$ cat config.mk
export PLATFORM = sky130hd
export DESIGN_NAME = sirq_uart
export DESIGN_NICKNAME = d
export VERILOG_FILES = /design/src/rtl/sirq_uart_pkg.sv /design/src/rtl/sirq_uart_tx.sv /design/src/rtl/sirq_uart_rx.sv /design/src/rtl/sirq_uart.sv
export SDC_FILE = /design/constraint.sdc
export NUM_CORES = 1
export LEC_CHECK = 0
export BUFFER_PORTS_ARGS = -buffer_cell sky130_fd_sc_hd__buf_2
export CAP_MARGIN = 20
export CORE_ASPECT_RATIO = 1.5
export CORE_MARGIN = 1.5
export CORE_UTILIZATION = 40
export CTS_CLUSTER_SIZE = 14
export DETAILED_ROUTE_END_ITERATION = 6
export HOLD_SLACK_MARGIN = 0.03
export PLACE_DENSITY = 0.71
export SLEW_MARGIN = 20
export SYNTH_ARGS = -nofsm -noshare
export SYNTH_HDL_FRONTEND = slang
export SYNTH_SLANG_ARGS = --single-unit
$ cat constraint.sdc
create_clock -name clk -period 1.65 [get_ports clk]
set_clock_uncertainty 0.15 [all_clocks]
set_input_delay 0.33 -clock clk [delete_from_list [all_inputs] [get_ports clk]]
set_output_delay 0.33 -clock clk [all_outputs]
set_load 0.005 [all_outputs]
$ cat src/rtl/sirq_uart_pkg.sv
package sirq_uart_pkg;

    localparam int DW = 8;
    localparam int AW = 3;
    localparam logic [7:0] MASK_KEEP = 8'h47;

    typedef enum logic [AW-1:0] {
        A_CTRL = 3'd0,
        A_STAT = 3'd1,
        A_MASK = 3'd2,
        A_TXD  = 3'd3,
        A_RXD  = 3'd4,
        A_ERRS = 3'd5
    } reg_addr_e;

    localparam int CTL_TXEN  = 0;
    localparam int CTL_RXEN  = 1;
    localparam int CTL_TXCLR = 2;

    typedef struct packed {
        logic sum_err;
        logic ovr_err;
        logic frm_err;
        logic par_err;
        logic rx_full;
        logic tsr_empty;
        logic thr_empty;
    } stat_t;

    function automatic logic [7:0] stat_byte(stat_t s);
        return {1'b0, s};
    endfunction

endpackage

$ cat src/rtl/sirq_uart_tx.sv
module sirq_uart_tx #(
    parameter int DW  = 8,
    parameter int OSR = 16
) (
    input  logic          clk,
    input  logic          rst,
    input  logic          tick,
    input  logic          load,
    input  logic [DW-1:0] load_data,
    output logic          busy,
    output logic          txd
);
    localparam int CW   = $clog2(OSR);
    localparam int BW   = $clog2(DW + 2);
    localparam int LAST = DW + 1;

    logic [CW-1:0] cnt;
    logic [BW-1:0] bitn;
    logic [DW-1:0] sh;

    always_ff @(posedge clk) begin
        if (rst) begin
            busy <= 1'b0;
            cnt  <= '0;
            bitn <= '0;
            sh   <= '0;
            txd  <= 1'b1;
        end else if (load && !busy) begin
            busy <= 1'b1;
            cnt  <= '0;
            bitn <= '0;
            sh   <= load_data;
            txd  <= 1'b0;
        end else if (busy && tick) begin
            if (cnt == CW'(OSR - 1)) begin
                cnt <= '0;
                if (bitn == BW'(LAST)) begin
                    busy <= 1'b0;
                    txd  <= 1'b1;
                end else begin
                    bitn <= bitn + 1'b1;
                    if (bitn == BW'(DW)) begin
                        txd <= 1'b1;
                    end else begin
                        txd <= sh[0];
                        sh  <= sh >> 1;
                    end
                end
            end else begin
                cnt <= cnt + 1'b1;
            end
        end
    end

    p_idle_line_r4: assert property (@(posedge clk) disable iff (rst)
        !busy |-> txd);

endmodule

$ cat src/rtl/sirq_uart_rx.sv
module sirq_uart_rx #(
    parameter int DW  = 8,
    parameter int OSR = 16
) (
    input  logic          clk,
    input  logic          rst,
    input  logic          tick,
    input  logic          en,
    input  logic          rxd,
    output logic          done,
    output logic          frm_err,
    output logic [DW-1:0] data
);
    localparam int CW  = $clog2(OSR);
    localparam int BW  = $clog2(DW + 2);
    localparam int MID = OSR / 2 - 1;

    logic          s1, s2, busy;
    logic [CW-1:0] cnt;
    logic [BW-1:0] bitn;
    logic [DW-1:0] sh;

    always_ff @(posedge clk) begin
        if (rst) begin
            s1      <= 1'b1;
            s2      <= 1'b1;
            busy    <= 1'b0;
            cnt     <= '0;
            bitn    <= '0;
            sh      <= '0;
            done    <= 1'b0;
            frm_err <= 1'b0;
            data    <= '0;
        end else begin
            s1   <= rxd;
            s2   <= s1;
            done <= 1'b0;
            if (!busy) begin
                if (en && tick && !s2) begin
                    busy <= 1'b1;
                    cnt  <= '0;
                    bitn <= '0;
                end
            end else if (tick) begin
                cnt <= cnt + 1'b1;
                if (cnt == CW'(MID)) begin
                    if (bitn == '0) begin
                        if (s2) busy <= 1'b0;
                        else    bitn <= 1;
                    end else if (bitn == BW'(DW + 1)) begin
                        busy    <= 1'b0;
                        done    <= 1'b1;
                        frm_err <= !s2;
                        data    <= sh;
                    end else begin
                        sh   <= {s2, sh[DW-1:1]};
                        bitn <= bitn + 1'b1;
                    end
                end
            end
        end
    end

    p_done_pulse_r6: assert property (@(posedge clk) disable iff (rst)
        done |=> !done);

endmodule

$ cat src/rtl/sirq_uart.sv
module sirq_uart
    import sirq_uart_pkg::*;
#(
    parameter int OSR = 16
) (
    input  logic          clk,
    input  logic          rst,
    input  logic          tick16,
    input  logic          wr_en,
    input  logic          rd_en,
    input  logic [AW-1:0] addr,
    input  logic [7:0]    wdata,
    output logic [7:0]    rdata,
    input  logic          rxd,
    output logic          txd,
    output logic          irq
);
    logic          txen_q, rxen_q, tbe_q, rbf_q, fre_q, ove_q, sme_q;
    logic [7:0]    mask_q;
    logic [DW-1:0] thr_q, rbr_q;
    logic [3:0]    errs_q;
    logic          tx_busy, tx_load;
    logic          rx_done, rx_ferr;
    logic [DW-1:0] rx_data;
    logic          wr_ctl, wr_txd, wr_msk, wr_errs, rd_rx;
    stat_t         st;
    logic [3:0]    err_ev;

    assign wr_ctl  = wr_en && (addr == A_CTRL);
    assign wr_txd  = wr_en && (addr == A_TXD);
    assign wr_msk  = wr_en && (addr == A_MASK);
    assign wr_errs = wr_en && (addr == A_ERRS);
    assign rd_rx   = rd_en && (addr == A_RXD);
    assign tx_load = txen_q && !tbe_q && !tx_busy;

    sirq_uart_tx #(.DW(DW), .OSR(OSR)) u_tx (
        .clk(clk), .rst(rst), .tick(tick16), .load(tx_load),
        .load_data(thr_q), .busy(tx_busy), .txd(txd)
    );

    sirq_uart_rx #(.DW(DW), .OSR(OSR)) u_rx (
        .clk(clk), .rst(rst), .tick(tick16), .en(rxen_q), .rxd(rxd),
        .done(rx_done), .frm_err(rx_ferr), .data(rx_data)
    );

    // error events in the bit order of status 6:3 (sum, overrun, framing, parity)
    always_comb begin
        err_ev = 4'b0000;
        if (rx_done) begin
            if (rbf_q)        err_ev = 4'b1100;
            else if (rx_ferr) err_ev = 4'b1010;
        end
    end

    always_ff @(posedge clk) begin
        if (rst) begin
            txen_q <= 1'b0;
            rxen_q <= 1'b0;
            tbe_q  <= 1'b1;
            thr_q  <= '0;
            mask_q <= '0;
            rbr_q  <= '0;
            rbf_q  <= 1'b0;
            fre_q  <= 1'b0;
            ove_q  <= 1'b0;
            sme_q  <= 1'b0;
            errs_q <= '0;
        end else begin
            if (wr_ctl) begin
                txen_q <= wdata[CTL_TXEN];
                rxen_q <= wdata[CTL_RXEN];
            end
            if (wr_msk) mask_q <= wdata & MASK_KEEP;
            if (wr_txd) begin
                thr_q <= wdata;
                tbe_q <= 1'b0;
            end else if (tx_load || (wr_ctl && wdata[CTL_TXCLR])) begin
                tbe_q <= 1'b1;
            end
            if (rx_done) begin
                if (rbf_q) begin
                    ove_q <= 1'b1;
                    sme_q <= 1'b1;
                end else begin
                    rbr_q <= rx_data;
                    rbf_q <= 1'b1;
                    if (rx_ferr) begin
                        fre_q <= 1'b1;
                        sme_q <= 1'b1;
                    end
                end
            end else if (rd_rx) begin
                rbf_q <= 1'b0;
                fre_q <= 1'b0;
                ove_q <= 1'b0;
                sme_q <= 1'b0;
            end
            errs_q <= (wr_errs ? (errs_q & wdata[6:3]) : errs_q) | err_ev;
        end
    end

    always_comb begin
        st.sum_err   = sme_q;
        st.ovr_err   = ove_q;
        st.frm_err   = fre_q;
        st.par_err   = 1'b0;
        st.rx_full   = rbf_q;
        st.tsr_empty = !tx_busy;
        st.thr_empty = tbe_q;
    end

    assign irq = |(stat_byte(st) & mask_q);

    always_comb begin
        case (addr)
            A_CTRL:  rdata = {5'b0, 1'b0, rxen_q, txen_q};
            A_STAT:  rdata = stat_byte(st);
            A_MASK:  rdata = mask_q;
            A_TXD:   rdata = thr_q;
            A_RXD:   rdata = rbr_q;
            A_ERRS:  rdata = {1'b0, errs_q, 3'b000};
            default: rdata = 8'h00;
        endcase
    end

    p_wr_clears_tbe_r4: assert property (@(posedge clk) disable iff (rst)
        wr_txd |=> !st.thr_empty);
    p_load_sets_tbe_r4: assert property (@(posedge clk) disable iff (rst)
        tx_load && !wr_txd |=> st.thr_empty && !st.tsr_empty);
    p_tsbe_line_high_r5: assert property (@(posedge clk) disable iff (rst)
        $rose(st.tsr_empty) |-> txd);
    p_sum_follows_r7: assert property (@(posedge clk) disable iff (rst)
        (fre_q || ove_q) |-> sme_q);
    p_overrun_keeps_r8: assert property (@(posedge clk) disable iff (rst)
        rx_done && rbf_q |=> $stable(rbr_q) && ove_q && sme_q);
    p_read_clears_r9: assert property (@(posedge clk) disable iff (rst)
        rd_rx && !rx_done |=> !rbf_q && !fre_q && !ove_q && !sme_q);
    p_errs_hold_r10: assert property (@(posedge clk) disable iff (rst)
        rd_rx && !wr_errs && !rx_done |=> errs_q == $past(errs_q));
    p_irq_quiet_r11: assert property (@(posedge clk) disable iff (rst)
        (mask_q == 8'h00) |-> !irq);

endmodule

==> results of run 1 <==
tightest hold or removal path, delay by kind of cell:
family	cells	cell delay (ns)
buffers and inverters	1	0.09
and+or+nand+nor	1	0.05
AOI/OAI and AO/OA	1	0.05
state kept, by name (all words and copies together) (netlist names), 4 cells and up:
register,count
thr_q,8
u_rx.bitn,4
u_rx.data,8
u_tx.cnt,4
u_tx.bitn,4
rbr_q,8
mask_q,4
u_rx.sh,8
u_tx.sh,8
errs_q,4
u_rx.cnt,4
worst paths after layout:
check / from / end / cells past startpoint / slack, ns
min: wdata[7] / thr_q[7] / 3 / 0.08
max reg2reg: u_rx.cnt[1] / u_rx.data[0] / 6 / -0.02
max: mask_q[0] / rdata[0] / 4 / -0.19
min reg2reg: u_rx.s1 / u_rx.s2 / 1 / 0.26
cells in the final DEF (no fill, tap or decap), types with 2 or more instances in the layout:
cell type	Yosys	routed
a21oi_1	36	33
a21oi_2	0	3
a221oi_2	0	6
and2_1	2	2
buf_12	0	3
buf_2	9	24
buf_4	1	37
buf_6	1	9
clkbuf_1	8	2
clkbuf_16	0	10
clkinv_2	0	2
dfxtp_1	78	62
dfxtp_2	0	13
dfxtp_4	0	3
ha_1	8	3
ha_4	0	5
inv_1	11	7
inv_2	0	4
mux2i_1	34	31
mux2i_2	0	2
nand2_1	52	51
nand2_2	2	2
nand2b_1	4	3
nand3_1	15	15
nand3b_1	2	2
nand4_1	2	2
nor2_1	49	45
nor2_4	0	3
nor2b_1	4	4
nor3_1	3	3
o211ai_4	2	2
o21ai_0	16	12
o21ai_1	0	2
o21ai_2	0	2
o21bai_1	5	4
o22ai_1	3	3
or2_2	3	2
xnor2_1	2	2
xor2_1	4	4
timing repair:
item	4_1_cts	5_1_grt
hold endpoints to repair	1	0
hold buffers	1	0
setup buffers	6	0
endpoints found under the setup margin	22	36
resized for setup	35	51
cloned	0	2
pin swaps	9	16
final cells by class:
| type | count | area [µm²] | area share (%) |
|---|---|---|---|
| multi-input cells | 286 | 2030 | 43.3 |
| flip-flops and latches | 78 | 1590 | 33.9 |
| clock inverters | 4 | 48.8 | 1.04 |
| clock buffers | 11 | 233 | 4.96 |
| well taps | 110 | 138 | 2.94 |
| inverters | 11 | 41.3 | 0.881 |
| repair buffers | 76 | 609 | 13.0 |
routing by layer:
layer | part of all wire, % | routed length, µm | vias to the layer above
met5 | 0 | 0 | -
met2 | 55 | 4780 | 47
met4 | 2.6 | 228 | 0
met1 | 41 | 3550 | 1488
li1 | - | - | 1522
met3 | 1.8 | 158 | 19
cells in the mapped netlist (4+ instances only):
cell type,instances,area (µm²)
inv_1,11,41.3
clkbuf_1,8,30.0
nor2b_1,4,25.0
a221oi_1,7,61.3
xor2_1,4,35.0
buf_2,9,45.0
nand3_1,15,75.1
dfxtp_1,78,1560
nand2_1,52,195
a21oi_1,36,180
o21bai_1,5,37.5
mux2i_1,34,340
nand2b_1,4,25.0
ha_1,8,100
nor2_1,49,184
o21ai_0,16,80.1
metrics by stage:
| stage | hold slack (ns) | TNS [ns] | worst slack [ns] |
|---|---|---|---|
| 3_5_place_dp | 0.245 | -0.901 | -0.0919 |
| 3_3_place_gp | 0.244 | -0.310 | -0.0519 |
| 6_report | 0.0838 | -0.516 | -0.186 |
| 2_1_floorplan | 0.239 | 0 | 0.0176 |
| 4_1_cts | 0.0765 | -0.429 | -0.187 |
| 5_1_grt | 0.104 | -1.52 | -0.228 |
where the power goes:
| part | leakage (nW) | internal [mW] | total (mW) | switching (mW) |
|---|---|---|---|---|
| combinational | 1.07 | 0.0998 | 0.218 | 0.118 |
| sequential | 0.637 | 1.89 | 1.90 | 0.0102 |
| clock | 0.139 | 1.16 | 1.88 | 0.724 |
logic make-up after synthesis:
family          count (synthesis)
mux                            36
compound gates                 84
flops                          78
xor+xnor                        6
buf+inv                        34
simple gates                  152
fa+ha+maj                       8
==> summary.md, run 1 <==
| Metric | Value |
|---|---|
| Compound-gate portion of the synthesized area | roughly 16% |
| Cell Count, Final, Fillers Out | ~580 |
| Worst Setup End Kind | output port |
| Gp weighted congestion | 0.916 |
| CP max stage cell | mux4_2 |
| Die height | 119 µm |
| Clock Tree Root | clkbuf_16 |
| Worst-skew pair later-pin latency | 0.33 ns |
| Max-cap violation count | 0 |
| Hold WC Path Type | primary input to register |
| Final nets | 487 |
| Largest net degree at the start of global routing | 39 |
| Vias in the first global route | 3026 |
| Ys Warns | 0 |
| Routed via count | 3076 |
| Mux contribution to synthesized area | roughly a tenth |
| Post-Syn Nets | 423 |
| Status | finished with violations |
| Max Slew Vio Count | 0 |
| Final worst setup slack | -0.186 ns |
| Ports | 27 |
| Part of the cycle the worst path needs | 111% |
| Initial drt markers | between 150 and 200 |
| CTS H-tree lvls | 3 |
| Die X | 80.1 µm |
| Critical Path Start Type | register |
| Register area share after synthesis | 43.7% |
| Placed inst area | between 4000 and 5000 µm² |
| Synth Cell Area | 3570 µm² |
| Die area | roughly 9500 µm² |
| GRT Max-Usage Layer | met2 |
| DP Cell Count | 552 |
| Final Hold Viols | 0 |
| Slowest stage delay, CP | 0.47 ns |
| Initial antenna violation count | 0 |
| Synth Area in Adders | ~2.8% |
| Yosys reg bits | 78 |
| Critical path buffers and inverters | 2 |
| TritonCTS Buffers | 9 |
| First-pass GRT wire length | 13.6 mm |
| Predominant post-synthesis flop cell | dfxtp_1 |
| Vias per cell | 5.34 |
| Met2 global-route usage | 33.1% |
| Filler Cells Inserted | 781 |
| Total GRT Usage | 18.2% |
| Fmax | ~540 MHz |
| Crit Path Class | register to output port |
| DRC Markers | 0 |
| Final Core Density | a little over half |
| Core area | 8720 µm² |
| Num rows | 42 |
| Rel. slew slack | 69.4% |
| DRT Pass-1 Iters | 4 |
| PwrDens | about 850 nW/µm² |
| Worst vdd ir | 561 µV |
| Worst-path clk slew | about 0.060 ns |
| Worst slew pin tran | 0.458 ns |
| Delay-heaviest family, CP | multiplexers |
| Max FO, Critical Path | 3 |
| Routing usage on met3 | 2.86% |
| Clk sinks | 78 |
| Post-synthesis simple-gate area fraction | 20.4% |
| Async S/R FF share, synth | 0% |
| Max clock buf depth | 2 |
| Unique masters post-synth | 60 |
| Layout cells sized above 1 | 33.0% |
| TritonCTS clock tree | built |
| Post-route minimum period | 1.84 ns |
| Ant diodes | 0 |
| Largest family of logic cells by synthesized area | simple AND/OR/NAND/NOR gates |
| I/O Buffers | 26 |
| Final setup fails | 11 |
| P&R area growth vs syn | 31.3% |
| Routed WL per cell | around 15 µm |
| Post-Synthesis Cells | 398 |
| Failing checks | setup timing |
| Grt met1 use | 19.6% |
| Starting Density | 40.9% |
| XOR/XNOR share of the synthesized area | 1.47% |
| DRT antenna net count | 0 |
| RSZ-0062 raised after global routing | yes |
| Number of synthesized flops with an enable pin | 0 |
| Fin area | 4690 µm² |
| Required time of the critical path | between 1 and 1.5 ns |
| Overflow after GRT | 0 |
| Final wirelength | just under 9 mm |
| Final total power | 4.00 mW |
| Arrival @ worst endpoint | approximately 1.4 ns |
| Static leakage | 1.85 nW |
| Placed wire-length estimate | 6.07 mm |
| Mean post-synth cell area | 8.97 µm² |
| CP Cell Sequence | mux4_2 -> inv_2 -> o21ai_1 -> buf_2 |
No activity file was read; power rests on OpenSTA's default activity.
==> run 2, diff against run 1 <==
- SETUP_SLACK_MARGIN: not set -> 0.05
==> run 2 against run 1 <==
Net effect: global-route usage is 0.52 points higher; count of clock-buffer cells in the layout did not move; worst hold slack gained 0.0023 ns; the flow still finishes with violations (setup timing); critical path type unchanged; critical path depth did not move; worst setup slack worse by 0.044 ns.
==> summary.md, run 2 (synthesis gave the netlist of run 1 again) <==
| Metric | Value |
|---|---|
| Initial drt markers | 169 (was 155) |
| Die height | 119 µm (unchanged) |
| CTS H-tree lvls | 3 (unchanged) |
| PwrDens | 822 nW/µm² (was 854 nW/µm²) |
| Clock Tree Root | clkbuf_16 (unchanged) |
| Routed via count | 3135 (was 3076) |
| Routing usage on met3 | 2.63% (was 2.86%) |
| Worst vdd ir | 593 µV (was 561 µV) |
| Layout cells sized above 1 | 38.4% (was 33.0%) |
| Slowest stage delay, CP | 0.48 ns (was 0.47 ns) |
| Worst Setup End Kind | output port (unchanged) |
| Final nets | 502 (was 487) |
| Fmax | 532 MHz (was 545 MHz) |
| Cell Count, Final, Fillers Out | 592 (was 576) |
| Max FO, Critical Path | 2 (was 3) |
| Critical R2R Launch | u_rx.cnt[0] (was u_rx.cnt[1]) |
| Final wirelength | 9.03 mm (was 8.71 mm) |
| Placed wire-length estimate | 5.99 mm (was 6.07 mm) |
| DRC Markers | 0 (unchanged) |
| RSZ-0062 raised after global routing | yes (unchanged) |
| Worst slew pin tran | 0.433 ns (was 0.458 ns) |
| Crit Path Class | register to output port (unchanged) |
| Grt met1 use | 20.4% (was 19.6%) |
| Vias in the first global route | 3023 (was 3026) |
| Worst reg-to-reg setup slack | 0.03 ns (was -0.02 ns) |
| HP Start | wdata[7] (unchanged) |
| Failing checks | setup timing (unchanged) |
| Final setup fails | 5 (was 11) |
| First-pass GRT wire length | 14.0 mm (was 13.6 mm) |
| TritonCTS clock tree | built (unchanged) |
| DRT Pass-1 Iters | 6 (was 4) |
| Delay-heaviest family, CP | multiplexers (unchanged) |
| Clk sinks | 78 (unchanged) |
| Reg2Reg Depth | 6 (unchanged) |
| Hold depth | 3 (unchanged) |
| Filler Cells Inserted | 726 (was 781) |
| Vias per cell | 5.30 (was 5.34) |
| FF-to-FF End | u_rx.data[3] (was u_rx.data[0]) |
| Ports | 27 (unchanged) |
| GRT Max-Usage Layer | met2 (unchanged) |
| Arrival @ worst endpoint | 1.40 ns (was 1.36 ns) |
| Hold WC Path Type | primary input to register (unchanged) |
| Gp weighted congestion | 0.833 (was 0.916) |
| Max Slew Vio Count | 0 (unchanged) |
| Final worst setup slack | -0.230 ns (was -0.186 ns) |
| TritonCTS Buffers | 9 (unchanged) |
| Largest net degree at the start of global routing | 18 (was 39) |
| Die X | 80.1 µm (unchanged) |
| Die area | 9510 µm² (unchanged) |
| Total GRT Usage | 18.7% (was 18.2%) |
| Starting Density | 40.9% (unchanged) |
| Post-route minimum period | 1.88 ns (was 1.84 ns) |
| Max-cap violation count | 0 (unchanged) |
| Max clock buf depth | 2 (unchanged) |
| Critical path buffers and inverters | 2 (unchanged) |
| Commonest non-fill, non-tap cell in the layout | dfxtp_1 (unchanged) |
| Critical Path Start Type | register (unchanged) |
| Worst-path clk slew | 0.06 ns (about the same) |
| Static leakage | 1.96 nW (was 1.85 nW) |
| Part of the cycle the worst path needs | 114% (was 111%) |
| DP Cell Count | 559 (was 552) |
| Required time of the critical path | 1.17 ns (about the same) |
| Status | finished with violations (unchanged) |
| WHS Endpoint | thr_q[7] (unchanged) |
| Core area | 8720 µm² (unchanged) |
| CP max stage cell | mux4_2 (unchanged) |
| CP Cell Sequence | mux4_2 -> inv_2 -> o21ai_2 -> buf_2 (was mux4_2 -> inv_2 -> o21ai_1 -> buf_2) |
| Overflow after GRT | 0 (unchanged) |
| DRT antenna net count | 0 (unchanged) |
| Initial antenna violation count | 0 (unchanged) |
| Ant diodes | 0 (unchanged) |
| Routed WL per cell | 15.3 µm (was 15.1 µm) |
| P&R area growth vs syn | 36.1% (was 31.3%) |
| Setup tns final | -0.634 ns (was -0.516 ns) |
| Met2 global-route usage | 33.1% (about the same) |
| Worst setup startpoint | thr_q[0] (was mask_q[0]) |
| Worst path depth | 4 (unchanged) |
| Worst-skew pair later-pin latency | 0.34 ns (was 0.33 ns) |
| Final Hold Viols | 0 (unchanged) |
| Most frequent cells in the layout | dfxtp_1 (58), buf_4 (50), nand2_1 (49), nor2_1 (43), mux2i_1 (34) (was dfxtp_1 (62), nand2_1 (51), nor2_1 (45), buf_4 (37), a21oi_1 (33)) |
| Num rows | 42 (unchanged) |
| Rel. slew slack | 71.0% (was 69.4%) |
| I/O Buffers | 26 (unchanged) |
==> run 2: cell types whose count changed in the layout (fill, tap and decap cells not counted), sizes merged <==
cell	delta
buf	+16
clkinvlp	+2
clkbuf	-1
bufinv	-1
==> run 2: timing repair <==
item,4_1_cts,5_1_grt
pin swaps,20,17
endpoints found under the setup margin,38,47
hold buffers,1,0
hold endpoints to repair,1,0
buffers inserted,12,3
resized for setup,70,40
gates cloned,1,0
==> run 2: cell type report <==
| cell class | instances | area [µm²] | area share, % |
|---|---|---|---|
| clock buffers | 11 | 253 | 5.20 |
| inverters | 11 | 46.3 | 0.953 |
| clock inverters | 5 | 33.8 | 0.695 |
| repair buffers | 91 | 728 | 15.0 |
| well taps | 110 | 138 | 2.83 |
| flip-flops and latches | 78 | 1600 | 32.9 |
| multi-input cells | 286 | 2060 | 42.5 |
==> run 2: worst reg2reg max path: stages, from the launching register on <==
cell	delay (ns)
dfxtp_2	0.35
ha_4	0.14
and4b_2	0.28
nand4_1	0.18
buf_12	0.20
mux2i_1	0.17
nor2_1	0.05
==> run 2: how the worst max path moves through the flow <==
stage	endpoint	slack [ns]
after floorplan	rdata[0]	0.06
after detailed placement	rdata[0]	-0.12
after global placement	rdata[0]	-0.13
after CTS	rdata[0]	-0.23
after global routing	rdata[0]	-0.26
final	rdata[0]	-0.23
==> run 2: routing by layer <==
metal | vias to the layer above | wire (µm)
met1 | 1492 | 3560
met2 | 60 | 4870
met3 | 28 | 243
met4 | 0 | 359
met5 | - | 0
li1 | 1555 | -
==> run 2: stage by stage <==
step / setup slack, ns / instance area [µm²] / hold slack, ns / util (%) / total power [mW]
5_1_grt: -0.263 / 4860 / 0.101 / 55.7 / 4.11
3_5_place_dp: -0.116 / 4080 / 0.246 / 46.8 / 2.12
2_1_floorplan: 0.0575 / 3580 / 0.239 / - / 2.04
3_3_place_gp: -0.125 / 4080 / 0.242 / 46.8 / 2.12
4_1_cts: -0.228 / 4670 / 0.0765 / 53.5 / 4.00
6_report: -0.230 / 4860 / 0.0861 / 55.7 / 3.99
==> run 2: power by group <==
part	total [mW]	switching, mW	internal (mW)
logic	0.230	0.124	0.106
registers	1.90	0.00937	1.89
clock network	1.86	0.768	1.10
==> run 3, diff against run 2 <==
- CORE_UTILIZATION: 40 -> 25
- PLACE_DENSITY: 0.71 -> 0.52
- clock period: 1.65 -> 1.96 ns (I/O delays scaled with it)
==> run 3 against run 2 <==
Net effect: the flow now finishes without violations; worst hold slack improved by 0.0048 ns; critical path depth did not move; utilization fell by 25 points; via count fell by 8.0%; count of clock-buffer cells in the layout fell by 2; register-to-register slack improved by 0.14 ns; combinational power fell by 37%; global-route usage fell by 7.0 points; die area rose by 58%; critical endpoint unchanged; largest cell class unchanged; highest routed layer unchanged.
==> summary.md, run 3 (synthesis gave the netlist of run 1 again) <==
| Metric | Value |
|---|---|
| DRT Pass-1 Iters | 4 (was 6) |
| PwrDens | 815 nW/µm² (was 822 nW/µm²) |
| Static leakage | 1.65 nW (was 1.96 nW) |
| Gp weighted congestion | 0.790 (was 0.833) |
| Worst setup startpoint | mask_q[0] (was thr_q[0]) |
| Arrival @ worst endpoint | 1.36 ns (was 1.40 ns) |
| Max clock buf depth | 2 (unchanged) |
| Clk sinks | 78 (unchanged) |
| Most frequent cells in the layout | dfxtp_1 (70), nand2_1 (52), nor2_1 (49), a21oi_1 (35), mux2i_1 (34) (was dfxtp_1 (58), buf_4 (50), nand2_1 (49), nor2_1 (43), mux2i_1 (34)) |
| Layout cells sized above 1 | 20.4% (was 38.4%) |
| Hold WC Path Type | primary input to register (unchanged) |
| Initial drt markers | 175 (was 169) |
| RSZ-0062 raised after global routing | yes (unchanged) |
| Hold buffers post-CTS | 0 (was 1) |
| Routed via count | 2885 (was 3135) |
| Final total power | 3.51 mW (was 3.99 mW) |
| Commonest non-fill, non-tap cell in the layout | dfxtp_1 (unchanged) |
| Ports | 27 (unchanged) |
| Post-route minimum period | approximately 1.9 ns |
| Met2 global-route usage | 21.0% (was 33.1%) |
| DRC Markers | 0 (unchanged) |
| Initial antenna violation count | 0 (unchanged) |
| Required time of the critical path | 1.42 ns (was 1.17 ns) |
| Worst vdd ir | 296 µV (was 593 µV) |
| CP max stage cell | mux4_2 (unchanged) |
| Max Slew Vio Count | 0 (unchanged) |
| Slowest stage delay, CP | 0.47 ns (was 0.48 ns) |
| Storage element area | 1580 µm² (was 1600 µm²) |
| Ant diodes | 0 (unchanged) |
| Worst-skew pair later-pin latency | 0.33 ns (was 0.34 ns) |
| I/O Buffers | 26 (unchanged) |
| Status | finished clean (was finished with violations) |
| Rel. slew slack | 69.1% (was 71.0%) |
| Placed wire-length estimate | 6.27 mm (was 5.99 mm) |
| TritonCTS Buffers | 9 (unchanged) |
| Hold Slack | 0.0909 ns (was 0.0861 ns) |
| Final setup fails | 0 (was 5) |
| GRT Max-Usage Layer | met2 (unchanged) |
| HP Start | rxd (was wdata[7]) |
| Routing usage on met3 | 2.67% (was 2.63%) |
| Critical R2R Launch | u_rx.cnt[0] (unchanged) |
| Max FO, Critical Path | 3 (was 2) |
| Starting Density | 25.5% (was 40.9%) |
| Part of the cycle the worst path needs | a little over nine tenths |
| Overflow after GRT | 0 (unchanged) |
| Num rows | 53 (was 42) |
| Worst-path clk slew | 0.06 ns (about the same) |
| CTS H-tree lvls | 3 (unchanged) |
| Final Hold Viols | 0 (unchanged) |
| Fmax | 525 MHz |
| Vias in the first global route | 2915 (was 3023) |
| Worst slew pin tran | 0.462 ns (was 0.433 ns) |
| Core area | 14000 µm² (was 8720 µm²) |
| Die X | 101 µm (was 80.1 µm) |
| First-pass GRT wire length | 13.9 mm (was 14.0 mm) |
| Grt met1 use | 13.0% (was 20.4%) |
| Worst Setup End Kind | output port (unchanged) |
| Largest net degree at the start of global routing | 28 (was 18) |
| Crit Path Class | register to output port (unchanged) |
| CP Cell Sequence | mux4_2 -> inv_2 -> o21ai_2 -> buf_2 (unchanged) |
| TritonCTS clock tree | built (unchanged) |
| Clock Tree Root | clkbuf_16 (unchanged) |
| Vias per cell | 4.59 (was 5.30) |
| Final wirelength | 8.28 mm (was 9.03 mm) |
| DP Cell Count | 609 (was 559) |
| Final nets | 457 (was 502) |
| Die area | 15000 µm² (was 9510 µm²) |
| Place WS | 0.0745 ns (was -0.116 ns) |
| Cell Count, Final, Fillers Out | 628 (was 592) |
| Multi-input logic area | 1840 µm² (was 2060 µm²) |
| DRT antenna net count | 0 (unchanged) |
| Total GRT Usage | 11.7% (was 18.7%) |
| Routed WL per cell | 13.2 µm (was 15.3 µm) |
| Final worst setup slack | 0.0566 ns (was -0.230 ns) |
| Setup tns final | 0 ns (was -0.634 ns) |
| P&R area growth vs syn | 20.4% (was 36.1%) |
| Max-cap violation count | 0 (unchanged) |
| Filler Cells Inserted | 1450 (was 726) |
| Critical Path Start Type | register (unchanged) |
| Die height | 149 µm (was 119 µm) |
==> run 3: layout make-up <==
class	count	share of cell area, %
Tap cell	192	5.59
Clock buffer	9	5.24
Multi-Input combinational cell	286	42.7
Inverter	11	0.960
Timing Repair Buffer	46	6.81
Clock inverter	6	2.01
Sequential cell	78	36.7
==> run 3: metal layers <==
layer | vias to the layer above | part of all wire (%)
li1 | 1456 | -
met2 | 41 | 52
met4 | 0 | 2.2
met5 | - | 0
met3 | 13 | 3.0
met1 | 1375 | 42
==> run 3: repair_timing <==
item	4_1_cts	5_1_grt
setup endpoints to repair	4	5
resized for setup	8	10
buffers inserted	2	2
pin swaps	0	1
==> run 3: path summary, 6_finish.rpt <==
| kind | end | cells past startpoint | slack (ns) |
|---|---|---|---|
| worst max-delay path | rdata[0] | 4 | 0.06 |
| worst min-delay path | u_rx.s1 | 2 | 0.09 |
| worst max register to register | u_rx.data[7] | 6 | 0.17 |
| worst min register to register | u_rx.s2 | 1 | 0.28 |
==> run 3: stage by stage <==
step	cell area, µm²	util (%)
global route	4300	30.7
floorplan	3570	-
global placement	3930	28.1
finish	4300	30.7
detailed placement	3930	28.1
CTS	4270	30.5
==> run 3: critical path: cells and delay by family, from the launching register on <==
| family | cells | cell delay [ns] |
|---|---|---|
| muxes | 1 | 0.47 |
| DFF | 1 | 0.33 |
| buffers and inverters | 2 | 0.20 |
| AOI/OAI and AO/OA | 1 | 0.04 |
==> run 3: power breakdown <==
group | internal [mW] | total (mW) | switching, mW
sequential | 1.59 | 1.60 | 0.00791
combinational | 0.0566 | 0.145 | 0.0885
clock | 1.11 | 1.76 | 0.652
